$ cat config.mk
export PLATFORM = sky130hd
export DESIGN_NAME = dbtm_master
export DESIGN_NICKNAME = d
export VERILOG_FILES = /design/src/rtl/dbtm_pkg.sv /design/src/rtl/dbtm_grant_qual.sv /design/src/rtl/dbtm_beat_ctr.sv /design/src/rtl/dbtm_master.sv
export SDC_FILE = /design/constraint.sdc
export NUM_CORES = 1
export LEC_CHECK = 0
export CAP_MARGIN = 5
export CELL_PAD_IN_SITES_DETAIL_PLACEMENT = 1
export CELL_PAD_IN_SITES_GLOBAL_PLACEMENT = 1
export CORE_MARGIN = 2
export CORE_UTILIZATION = 28
export DETAILED_ROUTE_END_ITERATION = 7
export HOLD_SLACK_MARGIN = 0.03
export MAX_ROUTING_LAYER = met4
export PLACE_DENSITY_LB_ADDON = 0.1
export SYNTH_ARGS = -nofsm -noshare
export SYNTH_HDL_FRONTEND = slang
export SYNTH_HIERARCHICAL = 1
export SYNTH_SLANG_ARGS = --single-unit
$ cat constraint.sdc
create_clock -name clk -period 1.7 [get_ports clk]
set_input_delay 0.255 -clock clk [delete_from_list [all_inputs] [get_ports clk]]
set_output_delay 0.255 -clock clk [all_outputs]
set_load 0.05 [all_outputs]
$ cat src/rtl/dbtm_pkg.sv
package dbtm_pkg;

    typedef enum logic [1:0] {
        ST_IDLE = 2'd0,
        ST_WAIT = 2'd1,
        ST_OWN  = 2'd2
    } dbtm_state_e;

    typedef struct packed {
        dbtm_state_e state;
        logic        is_write;
        logic        is_burst;
        logic        done;
        logic        done_write;
    } dbtm_ctl_t;

endpackage

$ cat src/rtl/dbtm_grant_qual.sv
module dbtm_grant_qual (
    input  logic armed,
    input  logic bus_grant,
    input  logic bus_busy_in,
    input  logic data_retry,
    input  logic addr_retry,
    output logic qualified
);
    // Grant counts only when no other party holds or retries the bus.
    always_comb begin
        qualified = armed & bus_grant & ~bus_busy_in & ~data_retry & ~addr_retry;
    end
endmodule

$ cat src/rtl/dbtm_beat_ctr.sv
module dbtm_beat_ctr #(
    parameter  int BEATS = 4,
    localparam int CNT_W = (BEATS > 1) ? $clog2(BEATS) : 1
) (
    input  logic             clk,
    input  logic             rst_n,
    input  logic             clr,
    input  logic             adv,
    output logic [CNT_W-1:0] count,
    output logic             at_last
);
    localparam logic [CNT_W-1:0] LAST = CNT_W'(BEATS - 1);

    logic [CNT_W-1:0] count_d, count_q;

    always_comb begin
        count_d = count_q;
        if (clr) begin
            count_d = '0;
        end else if (adv) begin
            count_d = count_q + CNT_W'(1);
        end
    end

    always_ff @(posedge clk or negedge rst_n) begin
        if (!rst_n) begin
            count_q <= '0;
        end else begin
            count_q <= count_d;
        end
    end

    assign count   = count_q;
    assign at_last = (count_q == LAST);
endmodule

$ cat src/rtl/dbtm_master.sv
module dbtm_master
    import dbtm_pkg::*;
#(
    parameter  int BURST_BEATS = 4,
    localparam int CNT_W = (BURST_BEATS > 1) ? $clog2(BURST_BEATS) : 1
) (
    input  logic             clk,
    input  logic             rst_n,
    input  logic             req_valid,
    input  logic             req_write,
    input  logic             req_burst,
    output logic             req_ready,
    input  logic             bus_grant,
    input  logic             bus_busy_in,
    input  logic             data_retry,
    input  logic             addr_retry,
    input  logic             xfer_ack,
    output logic             busy_drive,
    output logic             data_oe,
    output logic             cap_strobe,
    output logic [CNT_W-1:0] beat_num,
    output logic             done,
    output logic             done_write
);
    dbtm_ctl_t ctl_d, ctl_q;

    logic owning;
    logic waiting;
    logic qualified;
    logic good_ack;
    logic at_last;
    logic final_ack;

    assign owning  = (ctl_q.state == ST_OWN);
    assign waiting = (ctl_q.state == ST_WAIT);

    dbtm_grant_qual u_qual (
        .armed       (waiting),
        .bus_grant   (bus_grant),
        .bus_busy_in (bus_busy_in),
        .data_retry  (data_retry),
        .addr_retry  (addr_retry),
        .qualified   (qualified)
    );

    // A beat is accepted only when acknowledged without data retry.
    assign good_ack  = owning & xfer_ack & ~data_retry;
    assign final_ack = good_ack & (~ctl_q.is_burst | at_last);

    dbtm_beat_ctr #(.BEATS(BURST_BEATS)) u_ctr (
        .clk     (clk),
        .rst_n   (rst_n),
        .clr     (final_ack | ~owning),
        .adv     (good_ack),
        .count   (beat_num),
        .at_last (at_last)
    );

    always_comb begin
        ctl_d      = ctl_q;
        ctl_d.done = 1'b0;
        unique case (ctl_q.state)
            ST_IDLE: begin
                if (req_valid) begin
                    ctl_d.state    = ST_WAIT;
                    ctl_d.is_write = req_write;
                    ctl_d.is_burst = req_burst;
                end
            end
            ST_WAIT: begin
                if (qualified) begin
                    ctl_d.state = ST_OWN;
                end
            end
            ST_OWN: begin
                if (final_ack) begin
                    ctl_d.state      = ST_IDLE;
                    ctl_d.done       = 1'b1;
                    ctl_d.done_write = ctl_q.is_write;
                end
            end
            default: begin
                ctl_d.state = ST_IDLE;
            end
        endcase
    end

    always_ff @(posedge clk or negedge rst_n) begin
        if (!rst_n) begin
            ctl_q <= '{state: ST_IDLE, is_write: 1'b0, is_burst: 1'b0,
                       done: 1'b0, done_write: 1'b0};
        end else begin
            ctl_q <= ctl_d;
        end
    end

    assign req_ready  = (ctl_q.state == ST_IDLE);
    assign busy_drive = owning;
    assign data_oe    = owning & ctl_q.is_write;
    assign cap_strobe = good_ack & ~ctl_q.is_write;
    assign done       = ctl_q.done;
    assign done_write = ctl_q.done_write;
endmodule

After elaboration in Yosys (flattened, before gate mapping)
Index checks and enable logic that the tools add are counted.
{ "word_totals": {"ff_bits": 8, "in_bits": 10, "out_inout_bits": 8, "word_cells": 43} }
{ "op_classes": {"addsub": 1, "n_eq_ne": 6, "n_mux": 8, "bitwise_logic": 17, "n_reduce_logical": 5} }
{ "ops": {"columns": ["cell", "count"], "rows": [
  ["2-to-1 mux 2 bit", 6],
  ["bitwise AND 1 bit", 9],
  ["inverter 1 bit", 6],
  ["case mux 2 bit (3 select lines)", 1],
  ["== test 2 bit (second input constant)", 2],
  ["2-to-1 mux 4 bit", 1],
  ["!= test 2 bit (second input constant)", 2],
  ["AND reduction 2 bit", 2],
  ["AND reduction 3 bit", 1],
  ["adder 2 x 1 -> 2 bit (second input constant)", 1],
  ["== test 2 x 1 -> 1 bit (second input constant)", 1],
  ["logical NOT 2 bit", 1],
  ["!= test 2 x 1 -> 1 bit (second input constant)", 1],
  ["OR 1 bit", 2],
  ["nonzero test 2 bit", 1]
]} }

Longest topological paths before layout
{ "depth": {"ltp_word": 7, "mapped_depth": 6, "mapped_depth_nobuf": 6} }

Hierarchy
Netlist, hierarchy kept.
{ "by_module_without_submodules": {"columns": ["mod", "instances", "cells_each", "area_each_um2", "seq_area_each_um2"], "rows": [
  ["dbtm_master", 1, 24, 276.5, 150.1],
  ["dbtm_beat_ctr", 1, 7, 88.8, 50.0],
  ["dbtm_grant_qual", 1, 2, 16.3, 0.0]
]} }

Worst setup path before layout
Ideal clock, no wire load.
{ "synth_path": {"path_type": "register -> output", "startpoint": "register ctl_q[5] (netlist name)", "endpoint": "output port data_oe", "t_arrival_ps": 1744, "required_ps": 1445, "path_slack_ps": -299, "path_stages_with_launch": 3, "path_buffers": 0, "path_cell_list": "dfrtp_1 > nor2b_1 > and2_1"} }
{ "synth_between": {"elab_chain_len": 2} }
{ "synth_lines": {"columns": ["item", "line_no", "text"], "rows": [
  ["start: declaration", "dbtm_master.sv:25", "dbtm_ctl_t ctl_d, ctl_q;"],
  ["start signal: assignment", "dbtm_master.sv:90", "ctl_q <= '{state: ST_IDLE, is_write: 1'b0, is_burst: 1'b0,"],
  ["start signal: assignment", "dbtm_master.sv:93", "ctl_q <= ctl_d;"],
  ["== test 2 bit", "dbtm_master.sv:34", "assign owning = (ctl_q.state == ST_OWN);"],
  ["named net busy_drive", "dbtm_master.sv:18", "output logic busy_drive,"],
  ["bitwise AND 1 bit", "dbtm_master.sv:99", "assign data_oe = owning & ctl_q.is_write;"],
  ["end: declaration", "dbtm_master.sv:19", "output logic data_oe,"]
]} }
The timed path passes the listed nets, and every way through them passes these cells.

Worst setup path in the final report
{ "layout_path": {"startpoint": "register ctl_q[4] (netlist name)", "endpoint": "output port cap_strobe"} }
{ "layout_between": {"elab_chain_len": 4} }
{ "layout_lines": {"columns": ["item", "line_no", "text"], "rows": [
  ["== test 2 bit", "dbtm_master.sv:34", null],
  ["bitwise AND 1 bit (2 in series)", "dbtm_master.sv:47", "assign good_ack = owning & xfer_ack & ~data_retry;"],
  ["named net good_ack", "dbtm_master.sv:30", "logic good_ack;"],
  ["bitwise AND 1 bit", "dbtm_master.sv:100", "assign cap_strobe = good_ack & ~ctl_q.is_write;"],
  ["end: declaration", "dbtm_master.sv:20", "output logic cap_strobe,"]
]} }
The timed path passes the listed nets, and every way through them passes these cells.

==> results.py <==
metrics = {
    "floorplan": {
        "core-area_um2": 1285,
        "io-pin-count": 18,
        "die_height_um": 40.92,
        "fp.dieW_um": 40.92,
        "starting_utilization_of_the_core_area": 0.2970,
        "die-area_um2": 1674,
        "rows": 13,
    },
    "layout": {
        "post_route_cells_drive_above_1_share": 0.3636,
        "design.final.nets": 68,
        "flow.area_growth_from_synthesis_pct": 69.18,
        "num-fill-cells": 139,
        "antenna_cells": 0,
    },
    "grt": {
        "grt_first_pass_wirelength_um": 1386,
        "via_count_of_the_first_global_routing_pass": 330,
        "grt_max_degree": 9,
        "globalRouteOverflowTotal": 0,
        "gr-usage-all-layers": 0.1450,
        "antenna_found_initial": 0,
    },
    "logic_synthesis": {
        "synth.ff_latch_count": 8,
        "synth_fp_nets": 44,
        "synth.cell_area_um2": 381.6,
        "synth_warnings": 6,
        "syn_area_per_cell_um2": 11.56,
        "synth_cell_type_count": 16,
        "yosysSeqAreaShare": 0.5246,
        "netlist_instances": 33,
    },
    "drt": {
        "drtAntennaViolNets": 0,
        "drc_errors": 0,
        "num_vias": 326,
        "drt-total-wl_um": 885,
        "initial_drt_pass_iterations": 1,
        "dr.first_iter.drc_count": 0,
        "average_detailed_routed_wire_length_per_instance_um": 12.64,
        "drt-vias-per-instance": 4.657,
    },
    "cts": {
        "clock_sink_count": 8,
        "clkSlewWorstSetupHoldPaths_ns": 0.05,
        "cts.repair_timing.setup_buffer_count": 0,
        "cts_made_buffers": 3,
        "cts_tree": "done",
        "cts_hold_buffers": 0,
        "clock_path_buffers": 2,
        "root_buffer": "sky130_fd_sc_hd__clkbuf_4",
        "post_cts_resize_count": 0,
        "clock_tree.htree_level_count": 1,
        "insertion_delay_ns": 0.24,
    },
    "sta": {
        "fin_hold_ws_ns": 0.2964,
        "setup-violations-final": 0,
        "timing.final.hold_violations": 0,
        "totalNegativeSetupSlack_ns": 0,
        "maxSlewHeadroom": 0.7448,
        "timing_worst_slew_pin_value_ns": 0.3816,
        "fin_crit_ns": 1.636,
        "achievable_clock_frequency_ghz": 0.6113,
        "finalMaxSlewViolations": 0,
        "post-route-period-util": 0.9623,
        "worst_clock_skew_ns": 0.005310,
    },
    "power": {
        "vdd_drop_max_mv": 0.4052,
        "power_density_nw_per_um2": 770.9,
        "p_leak_uw": 0.0002933,
        "report.power.total_uw": 497.7,
    },
    "worst_setup_path": {
        "kind_of_end_point_of_the_critical_path": "output port",
        "crit_path_launch_type": "flop",
        "worstPathRequired_ns": 1.44,
        "critPathLaunch": "ctl_q[4]$_DFFE_PN0P_",
        "critPathKind": "reg -> out",
        "reg2reg_slack_ns": 0.30,
        "critical_path_peak_fanout": 6,
        "timing.critical_path.to": "cap_strobe",
        "worstPathArrival_ns": 1.38,
        "worst_r2r_startpoint": "ctl_q[4]$_DFFE_PN0P_",
        "timing.reg2reg.worst_path_depth": 4,
        "worst_r2r_endpoint": "done_write$_DFFE_PN0P_",
    },
    "status": {
        "status": "finished clean",
    },
    "placement": {
        "port-buffer-count": 17,
        "place.gp.congestion": 0.7191,
    },
    "hold_path": {
        "min-delay-path-class": "in -> async",
    },
    "run": {
        "maxCapViolCount": 0,
    },
}
==> cells in the mapped netlist <==
master / instances / area (um^2)
sky130_fd_sc_hd__dfrtp_1: 8 / 200.2
sky130_fd_sc_hd__nor2_1: 4 / 15.01
sky130_fd_sc_hd__nand2_1: 3 / 11.26
sky130_fd_sc_hd__nor2b_1: 3 / 18.77
sky130_fd_sc_hd__and2_1: 2 / 12.51
sky130_fd_sc_hd__inv_1: 2 / 7.510
sky130_fd_sc_hd__mux2_1: 2 / 22.52
sky130_fd_sc_hd__and4bb_2: 1 / 12.51
sky130_fd_sc_hd__ha_1: 1 / 12.51
sky130_fd_sc_hd__mux2_4: 1 / 15.01
sky130_fd_sc_hd__mux2i_1: 1 / 10.01
sky130_fd_sc_hd__nor4_2: 1 / 12.51
sky130_fd_sc_hd__o21ai_0: 1 / 5.000
sky130_fd_sc_hd__o21ai_2: 1 / 8.760
sky130_fd_sc_hd__o2bb2ai_1: 1 / 8.760
sky130_fd_sc_hd__xnor2_1: 1 / 8.760
==> worst max-delay path, cell delays in order, from the launching register on <==
cell	delay (ns)
sky130_fd_sc_hd__dfrtp_1	0.44
sky130_fd_sc_hd__and4bb_2	0.35
sky130_fd_sc_hd__nor2b_2	0.20
sky130_fd_sc_hd__buf_12	0.15
==> power breakdown <==
| part | total (uW) | switching (uW) | internal, uW |
|---|---|---|---|
| registers | 250 | 29.3 | 221 |
| logic | 114 | 53.3 | 60.7 |
| clock network | 134 | 53.8 | 80.0 |
| total | 498 | 136 | 361 |
==> metrics by stage <==
| step | setup WS, ns | instances | cell area [um^2] | utilization |
|---|---|---|---|---|
| 2_1_floorplan | -0.01094 | 33 | 389.1 | - |
| 3_3_place_gp | 0.07604 | 66 | 615.6 | 0.4791 |
| 3_5_place_dp | 0.07580 | 66 | 615.6 | 0.4791 |
| 4_1_cts | 0.03635 | 69 | 638.1 | 0.4966 |
| 5_1_grt | -0.001899 | 70 | 645.6 | 0.5024 |
| 6_report | 0.06408 | 70 | 645.6 | 0.5024 |
==> worst min path at each step <==
stage	cells after the start	from	to	slack, ns
after floorplan	0	rst_n	ctl_q[2]$_DFFE_PN0N_	-0.04
after global placement	1	ctl_q[2]$_DFFE_PN0N_	ctl_q[2]$_DFFE_PN0N_	0.48
after detailed placement	1	ctl_q[2]$_DFFE_PN0N_	ctl_q[2]$_DFFE_PN0N_	0.49
after CTS	1	rst_n	ctl_q[2]$_DFFE_PN0N_	0.30
after global routing	1	rst_n	ctl_q[2]$_DFFE_PN0N_	0.31
final	1	rst_n	ctl_q[2]$_DFFE_PN0N_	0.30
==> placed cells by master, fill, tap and decap left out <==
cell type | netlist | layout
sky130_fd_sc_hd__clkdlybuf4s50_1 | 0 | 9
sky130_fd_sc_hd__dfrtp_1 | 8 | 8
sky130_fd_sc_hd__buf_4 | 0 | 6
sky130_fd_sc_hd__buf_12 | 0 | 4
sky130_fd_sc_hd__nand2_1 | 3 | 3
sky130_fd_sc_hd__nor2_1 | 4 | 3
sky130_fd_sc_hd__clkbuf_4 | 0 | 3
sky130_fd_sc_hd__nor2b_2 | 0 | 2
sky130_fd_sc_hd__inv_1 | 2 | 2
sky130_fd_sc_hd__and2_1 | 2 | 2
sky130_fd_sc_hd__mux2_1 | 2 | 2
sky130_fd_sc_hd__and4bb_2 | 1 | 1
sky130_fd_sc_hd__o21ai_2 | 1 | 1
sky130_fd_sc_hd__nor2_2 | 0 | 1
sky130_fd_sc_hd__nor2b_1 | 3 | 1
sky130_fd_sc_hd__mux2_4 | 1 | 1
sky130_fd_sc_hd__o21ai_0 | 1 | 1
sky130_fd_sc_hd__o2bb2ai_1 | 1 | 1
sky130_fd_sc_hd__mux2i_1 | 1 | 1
sky130_fd_sc_hd__xnor2_1 | 1 | 1
sky130_fd_sc_hd__ha_1 | 1 | 1
sky130_fd_sc_hd__nor4_2 | 1 | 1
==> flip-flops by register name (all words and copies together) (netlist names) <==
name,flops
ctl_q,4
u_ctr/count,2
done,1
done_write,1
==> routing by layer <==
| metal | routed length [um] | vias to the layer above | global-route usage |
|---|---|---|---|
| met3 | 75 | 2 | 0.06522 |
| met2 | 513 | 12 | 0.2461 |
| met5 | 0 | - | - |
| met1 | 285 | 154 | 0.1356 |
| li1 | - | 158 | - |
| met4 | 10 | 0 | 0.07500 |
==> cells by family (layout without fill, tap and decap cells) <==
family	after synthesis	count (layout)	share of synthesized area
AOI/OAI and AO/OA	3	3	0.05901
xor gates and xnor gates	1	1	0.02296
adders and majority gates	1	1	0.03278
buffers and inverters	2	24	0.01968
DFF	8	8	0.5246
muxes	4	4	0.1246
and+or+nand+nor	14	14	0.2164
==> layout make-up <==
type / count / area, um^2 / share of cell area
clock buffers: 3 / 22.52 / 0.03488
flip-flops and latches: 8 / 200.2 / 0.3101
repair buffers: 19 / 215.2 / 0.3333
well taps: 15 / 18.77 / 0.02907
multi-input cells: 23 / 181.4 / 0.2810
inverters: 2 / 7.507 / 0.01163
(Power assumes the default switching activity.)
